===== config.mk =====
export PLATFORM = sky130hd
export DESIGN_NAME = intc64_top
export DESIGN_NICKNAME = d
export VERILOG_FILES = /design/src/rtl/intc64_pkg.sv /design/src/rtl/intc64_sync.sv /design/src/rtl/intc64_edge_cell.sv /design/src/rtl/intc64_pick.sv /design/src/rtl/intc64_top.sv
export SDC_FILE = /design/constraint.sdc
export NUM_CORES = 1
export LEC_CHECK = 0
export ABC_CLOCK_PERIOD_IN_PS = 5230
export BUFFER_PORTS_ARGS = -buffer_cell sky130_fd_sc_hd__buf_2
export CAP_MARGIN = 25
export CORE_MARGIN = 10
export CORE_UTILIZATION = 50
export CTS_CLUSTER_SIZE = 40
export DETAILED_ROUTE_END_ITERATION = 8
export PLACE_DENSITY = 0.7
export SLEW_MARGIN = 20
export SYNTH_ARGS = -nofsm -noshare
export SYNTH_HDL_FRONTEND = slang
export SYNTH_SLANG_ARGS = --single-unit
export TNS_END_PERCENT = 50

===== constraint.sdc =====
create_clock -name clk -period 5.23 [get_ports clk]
set_input_delay 0.7845 -clock clk [delete_from_list [all_inputs] [get_ports clk]]
set_output_delay 0.7845 -clock clk [all_outputs]
set_load 0.01 [all_outputs]

===== src/rtl/intc64_pkg.sv =====
package intc64_pkg;

   localparam int SRC_CNT = 64;
   localparam int WORD_W  = 32;

   typedef enum logic [2:0] {
      RA_EN_HI   = 3'd0,
      RA_EN_LO   = 3'd1,
      RA_PND_HI  = 3'd2,
      RA_PND_LO  = 3'd3,
      RA_VECTOR  = 3'd4,
      RA_EDGESEL = 3'd5
   } reg_addr_e;

   // Bank selection: 1 = high bank, 0 = low bank
   function automatic logic src_in_high(input int s);
      return (s < 16) || (s >= 32 && s < 48);
   endfunction

   // Bit position of a source inside its bank
   function automatic int src_bit(input int s);
      if (s == 0)      return 0;
      else if (s < 16) return 16 - s;
      else if (s < 32) return 31 - s;
      else if (s < 48) return 63 - s;
      else             return s - 32;
   endfunction

   // Sources allowed to use falling-edge capture
   function automatic logic src_edge_ok(input int s);
      return (s >= 19 && s <= 25) || (s >= 48);
   endfunction

   // Edge-select bit owned by an edge-capable source
   function automatic int src_edge_bit(input int s);
      return (s <= 25) ? (33 - s) : (79 - s);
   endfunction

   // Writable bits of the edge-select word
   function automatic logic [WORD_W-1:0] edge_wr_mask();
      logic [WORD_W-1:0] m;
      m = '0;
      for (int s = 0; s < SRC_CNT; s++)
         if (src_edge_ok(s)) m[src_edge_bit(s)] = 1'b1;
      return m;
   endfunction

endpackage


===== src/rtl/intc64_sync.sv =====
module intc64_sync #(
   parameter int   W       = 8,
   parameter int   STAGES  = 2,
   parameter logic RST_VAL = 1'b1
) (
   input  logic         clk,
   input  logic         rst_n,
   input  logic [W-1:0] d,
   output logic [W-1:0] q
);

   initial begin
      if (STAGES < 2) $error("intc64_sync: STAGES must be at least 2");
      if (W < 1)      $error("intc64_sync: W must be positive");
   end

   logic [W-1:0] stage_q [STAGES];

   always_ff @(posedge clk or negedge rst_n) begin
      if (!rst_n) begin
         for (int i = 0; i < STAGES; i++) stage_q[i] <= {W{RST_VAL}};
      end else begin
         stage_q[0] <= d;
         for (int i = 1; i < STAGES; i++) stage_q[i] <= stage_q[i-1];
      end
   end

   assign q = stage_q[STAGES-1];

endmodule


===== src/rtl/intc64_edge_cell.sv =====
module intc64_edge_cell (
   input  logic clk,
   input  logic rst_n,
   input  logic s_n,       // synchronized, active low
   input  logic edge_sel,  // 1 = falling edge, 0 = level low
   input  logic clr,       // write-one-to-clear strike
   output logic pend
);

   logic prev_q;
   logic lat_q;
   logic fall;

   assign fall = prev_q & ~s_n;

   always_ff @(posedge clk or negedge rst_n) begin
      if (!rst_n) begin
         prev_q <= 1'b1;
         lat_q  <= 1'b0;
      end else begin
         prev_q <= s_n;
         if (!edge_sel)  lat_q <= 1'b0;
         else if (fall)  lat_q <= 1'b1;
         else if (clr)   lat_q <= 1'b0;
      end
   end

   assign pend = edge_sel ? lat_q : ~s_n;

   // a detected fall in edge mode always latches
   p_fall_latch_r5: assert property (@(posedge clk) disable iff (!rst_n)
      edge_sel && fall |=> lat_q);

   // a latched edge persists without a clear
   p_sticky_r5: assert property (@(posedge clk) disable iff (!rst_n)
      edge_sel && lat_q && !clr |=> lat_q);

   // a clear with no competing fall empties the latch
   p_clear_r6: assert property (@(posedge clk) disable iff (!rst_n)
      edge_sel && clr && !fall |=> !lat_q);

endmodule


===== src/rtl/intc64_pick.sv =====
module intc64_pick #(
   parameter int N  = 64,
   localparam int IW = $clog2(N)
) (
   input  logic [N-1:0]  act,
   output logic [IW-1:0] idx,
   output logic          any
);

   initial begin
      if (N < 2) $error("intc64_pick: N must be at least 2");
   end

   always_comb begin
      idx = '0;
      for (int i = N - 1; i >= 0; i--)
         if (act[i]) idx = IW'(i);
   end

   assign any = |act;

endmodule


===== src/rtl/intc64_top.sv =====
module intc64_top #(
   parameter int N_SRC       = 64,
   parameter int DATA_W      = 32,
   parameter int ADDR_W      = 3,
   parameter int SYNC_STAGES = 2,
   parameter int VEC_LSB     = 26
) (
   input  logic              clk,
   input  logic              rst_n,
   input  logic [ADDR_W-1:0] reg_addr,
   input  logic              reg_wr,
   input  logic [DATA_W-1:0] reg_wdata,
   output logic [DATA_W-1:0] reg_rdata,
   input  logic [N_SRC-1:0]  src_n,
   output logic              irq
);
   import intc64_pkg::*;

   localparam int VEC_W = $clog2(N_SRC);
   localparam logic [DATA_W-1:0] EDGE_MASK = edge_wr_mask();

   initial begin
      if (N_SRC != SRC_CNT)          $error("intc64_top: N_SRC must be 64");
      if (DATA_W != WORD_W)          $error("intc64_top: DATA_W must be 32");
      if (ADDR_W < 3)                $error("intc64_top: ADDR_W must be at least 3");
      if (VEC_LSB + VEC_W != DATA_W) $error("intc64_top: vector field must end at the top bit");
   end

   logic [DATA_W-1:0] en_hi_q, en_lo_q, edge_q;
   logic [DATA_W-1:0] pnd_hi, pnd_lo;
   logic [N_SRC-1:0]  s_q, pend_src, en_src, act;
   logic [VEC_W-1:0]  vec_idx;
   logic              any_act;

   logic wr_en_hi, wr_en_lo, wr_edge, clr_hi, clr_lo;
   assign wr_en_hi = reg_wr && (reg_addr == ADDR_W'(RA_EN_HI));
   assign wr_en_lo = reg_wr && (reg_addr == ADDR_W'(RA_EN_LO));
   assign wr_edge  = reg_wr && (reg_addr == ADDR_W'(RA_EDGESEL));
   assign clr_hi   = reg_wr && (reg_addr == ADDR_W'(RA_PND_HI));
   assign clr_lo   = reg_wr && (reg_addr == ADDR_W'(RA_PND_LO));

   always_ff @(posedge clk or negedge rst_n) begin
      if (!rst_n) begin
         en_hi_q <= '0;
         en_lo_q <= '0;
         edge_q  <= '0;
      end else begin
         if (wr_en_hi) en_hi_q <= reg_wdata;
         if (wr_en_lo) en_lo_q <= reg_wdata;
         if (wr_edge)  edge_q  <= reg_wdata & EDGE_MASK;
      end
   end

   intc64_sync #(.W(N_SRC), .STAGES(SYNC_STAGES), .RST_VAL(1'b1)) u_sync (
      .clk(clk), .rst_n(rst_n), .d(src_n), .q(s_q)
   );

   // Source 0 is reserved: vector value 0 means idle
   logic unused_src0;
   assign unused_src0 = s_q[0];
   assign pend_src[0] = 1'b0;

   for (genvar i = 1; i < N_SRC; i++) begin : g_src
      if (src_edge_ok(i)) begin : g_edge
         logic clr_i;
         assign clr_i = src_in_high(i) ? (clr_hi & reg_wdata[src_bit(i)])
                                       : (clr_lo & reg_wdata[src_bit(i)]);
         intc64_edge_cell u_cell (
            .clk(clk), .rst_n(rst_n), .s_n(s_q[i]),
            .edge_sel(edge_q[src_edge_bit(i)]), .clr(clr_i), .pend(pend_src[i])
         );
      end else begin : g_level
         assign pend_src[i] = ~s_q[i];
      end
   end

   for (genvar i = 0; i < N_SRC; i++) begin : g_map
      if (src_in_high(i)) begin : g_hi
         assign pnd_hi[src_bit(i)] = pend_src[i];
         assign en_src[i]          = en_hi_q[src_bit(i)];
      end else begin : g_lo
         assign pnd_lo[src_bit(i)] = pend_src[i];
         assign en_src[i]          = en_lo_q[src_bit(i)];
      end
   end

   assign act = pend_src & en_src;

   intc64_pick #(.N(N_SRC)) u_pick (.act(act), .idx(vec_idx), .any(any_act));

   assign irq = any_act;

   always_comb begin
      case (reg_addr)
         ADDR_W'(RA_EN_HI):   reg_rdata = en_hi_q;
         ADDR_W'(RA_EN_LO):   reg_rdata = en_lo_q;
         ADDR_W'(RA_PND_HI):  reg_rdata = pnd_hi;
         ADDR_W'(RA_PND_LO):  reg_rdata = pnd_lo;
         ADDR_W'(RA_VECTOR):  reg_rdata = {vec_idx, {VEC_LSB{1'b0}}};
         ADDR_W'(RA_EDGESEL): reg_rdata = edge_q;
         default:             reg_rdata = '0;
      endcase
   end

   // vector is zero exactly when no request is raised
   p_vec_idle_r8: assert property (@(posedge clk) disable iff (!rst_n)
      (vec_idx == '0) == !irq);

   // a raised request names an active source
   p_vec_valid_r8: assert property (@(posedge clk) disable iff (!rst_n)
      irq |-> act[vec_idx]);

   // enable writes land as written
   p_en_write_r2: assert property (@(posedge clk) disable iff (!rst_n)
      wr_en_lo |=> en_lo_q == $past(reg_wdata));

   // edge-select writes keep only the capable bits
   p_edge_write_r7: assert property (@(posedge clk) disable iff (!rst_n)
      wr_edge |=> edge_q == ($past(reg_wdata) & EDGE_MASK));

endmodule


==> flow_summary.rst <==
.. list-table::
   :header-rows: 1

   * - Metric
     - Value
   * - Clock sinks
     - approximately 260
   * - Final Slew Violations
     - 0
   * - Number of setup buffers added after CTS
     - 0
   * - Root Buffer Master
     - clkbuf_16
   * - Clock Latency Late Sink
     - 0.55 ns
   * - Antenna Nets Post-Route
     - 0
   * - Type of element capturing the critical path
     - output pin
   * - Critical path startpoint category
     - input pin
   * - Via total after detailed routing
     - 7710
   * - Layout cell share with drive strength beyond 1
     - 39.64%
   * - Critical path start-end classification
     - input pin to output pin
   * - Largest net degree at the start of global routing
     - 122
   * - Cell-by-cell listing of the critical path
     - buf_2 -> buf_4 -> nor2_1 -> a211oi_1 -> a21oi_1 -> o21ai_1 -> nor4_1 -> nor3_1 -> buf_2
   * - Met3 capacity usage during global routing
     - 4.122%
   * - Cell type with the highest aggregate area in the netlist
     - dfstp_2
   * - Fraction of registers with async set/reset
     - 100.0%
   * - Detailed Routing Iterations Pass 1
     - 5
   * - Top post-synthesis cells by area
     - dfstp_2 35%, dfrtp_1 25%, mux2_2 7.7%
   * - Grt met2 use
     - 27.99%
   * - Post-synth EDFFs
     - 0
   * - Mapped Area
     - 11050 um^2
   * - Worst relative slew slack
     - a little over a third
   * - Filler Cell Count
     - ~1.8k
   * - Delay of the slowest cell on the worst path
     - 0.50 ns
   * - Yosys reg bits
     - 259
   * - Slowest stage cell on the critical path
     - buf_4
   * - Final sum of negative setup slack
     - 0 ns
   * - Count of distinct cell types in the synthesized netlist
     - 67
   * - Placeable core area
     - around 22000 um^2
   * - Synthesized instance count
     - 951
   * - Setup Viol. Count Final
     - 0
   * - Ports placed on the boundary
     - 135
   * - Number of buffers between clock root and the deepest sink
     - 3
   * - Most common cell after layout, fill and taps aside
     - dfstp_2
   * - Number of maximum-capacitance violations
     - 0
   * - Peak Freq
     - 269.4 MHz
   * - TritonCTS clock tree
     - yes
   * - Peak-usage layer in the global routing report
     - met1
   * - Final Hold Slack
     - ~0.33 ns
   * - Die Wd
     - 168.7 um
   * - DRC viols
     - 0
   * - Synth warn
     - 0
   * - Clock-pin slew on the worst setup and hold paths
     - 0.06 ns
   * - Peak supply drop
     - approximately 0.00038 V
   * - Source of the worst hold timing path
     - src_n[30]
   * - Final HPWL DP
     - 19.78 mm
   * - CTS HTree Levels
     - 1
   * - Wire length of the first global-routing pass
     - 43.39 mm
   * - Final hold vios
     - 0
   * - Inserted Clock Buffers
     - 28
   * - Total power density per cell area
     - 419.2 nW/um^2
   * - Synthesized area per cell
     - 11.62 um^2
   * - Library cell appearing most often on the critical path
     - buf_2
   * - Nets
     - roughly 1.2k
   * - Full die area
     - between 20000 and 30000 um^2
   * - Iter 0 DRT Violations
     - 545
   * - Path type of the worst min-delay path
     - input pin to flop
   * - Vias per Instance
     - approximately 5.5
   * - Launching instance or port of the critical path
     - reg_addr[1]
   * - Setup repair after global routing missed its margin
     - false
   * - Combined global-route utilization of all metal layers
     - 18.97%
   * - Post-route core utilization
     - 59.98%
   * - Crit path DAT
     - approximately 2.9 ns
   * - Via count of the first global-routing pass
     - 7839
   * - Data required time at the worst endpoint
     - 4.45 ns
   * - Total routed wirelength
     - 27.45 mm
   * - GR met1 Demand/Resource
     - between 20 and 30%
   * - Total global routing overflow
     - 0
   * - Number of buffers inserted for hold repair after clock tree synthesis
     - 0
   * - Leading cell types in the layout, fill and taps excluded
     - 149 x dfstp_2, 132 x buf_2, 110 x dfrtp_1, 79 x nand2_1, 76 x mux2_2
   * - Post-synthesis net count
     - 1053
   * - Die Span Y
     - approximately 170 um
   * - Worst flop-to-flop path startpoint
     - u_sync.q[48]
   * - Placement Rows
     - 54
   * - Detailed-route wire length per cell
     - 19.66 um
   * - Routability Congestion
     - between 0.8 and 0.9
   * - Initial standard-cell utilization of the core
     - 50.81%
   * - Antenna violations before repair
     - 2
   * - Largest clock skew in the final design
     - 0.01734 ns
   * - Result of the run
     - finished, final reports clean
   * - Predominant post-synthesis flop cell
     - dfstp_2
   * - Period utilization
     - 70.99%
   * - Area growth syn-to-layout
     - 18.05%
   * - Share of Yosys cell area claimed by the top area cell type
     - 35.42%
   * - Sequential-to-total area share from yosys stat
     - 60.32%
   * - Transition at the pin with the smallest max-transition slack
     - 0.9485 ns
   * - Maximum fanout encountered on the critical timing path
     - 37
   * - Leakage power figure
     - 0.005575 uW
   * - Buffers on Ports
     - about 130
   * - PostCTS Resize Cnt
     - 0
   * - Final critical delay including setup and external delays
     - 3.713 ns
-- metrics by stage --
stage          total power (uW)  setup WS, ns  instances  instance area [um^2]
2_1_floorplan              3076         2.439        951                 11050
3_3_place_gp               3399         1.470       1343                 12030
3_5_place_dp               3420         1.463       1343                 12030
4_1_cts                    5523         1.466       1394                 13020
5_1_grt                    5735         1.341       1395                 13050
6_report                   5470         1.517       1396                 13050
-- Yosys cell counts (all sizes together), types with 4 or more instances --
library cell	n
dfstp	149
dfrtp	110
nand2	80
mux2	78
nor2	69
nand2b	62
a21oi	57
nor2b	56
o21ai	44
nand3	34
buf	28
inv	22
a211oi	21
nor3	16
a31oi	14
mux2i	12
o211ai	12
o22ai	10
and2	9
nand4	8
a21boi	7
clkbuf	5
and3	4
-- routing by layer --
layer,vias to the layer above,part of all wire [%]
met4,2,1.6
met1,3809,48
met2,232,44
li1,3623,-
met3,44,6.6
met5,-,0.073
-- power breakdown --
group | internal, uW | leakage (uW) | switching (uW)
registers | 2280 | 0.00292 | 172
logic | 418 | 0.00217 | 519
clock network | 1270 | 0.000487 | 803
-- worst paths after layout --
path / to / slack [ns] / cells past startpoint
worst max register to register: g_src[48].g_edge.u_cell.lat_q / 4.35 / 3
min in group asynchronous: edge_q[24] / 0.34 / 1
worst min-delay path: u_sync.stage_q[94] / 0.33 / 1
max in group asynchronous: u_sync.q[33] / 3.81 / 2
worst max-delay path: reg_rdata[26] / 1.52 / 9
worst min register to register: u_sync.q[36] / 0.35 / 0
-- kinds of logic (layout without fill, tap and decap cells) --
family	count (synthesis)	in the layout	synth area share [%]
other cells	0	1	0
flops	259	259	60.32
simple gates	350	350	16.60
mux	93	93	9.643
buf+inv	55	219	2.185
compound gates	194	194	11.25
-- sequential cells by signal, indices dropped and copies added, names as in the netlist --
register and cells:
en_hi_q 32, en_lo_q 32, g_src.g_edge.u_cell.prev_q 23, u_sync.stage_q 63, edge_q 23, g_src.g_edge.u_cell.lat_q 23
u_sync.q 63
-- layout make-up --
type / instances / area [um^2] / area share, %
Multi-Input combinational cell: 637 / 4150 / 31.80
Tap cell: 280 / 350.3 / 2.685
Timing Repair Buffer: 146 / 805.8 / 6.175
Inverter: 22 / 82.58 / 0.6328
Antenna cell: 1 / 2.502 / 0.01918
Sequential cell: 259 / 6668 / 51.09
Clock buffer: 33 / 749.5 / 5.743
Clock inverter: 18 / 241.5 / 1.850
-- worst max-delay path, delay by kind of cell --
| kind | cells | cell delay (ns) |
|---|---|---|
| buf+inv | 3 | 1.11 |
| simple gates | 3 | 0.50 |
| compound gates | 3 | 0.52 |
Power figures use the tool's default switching activity.
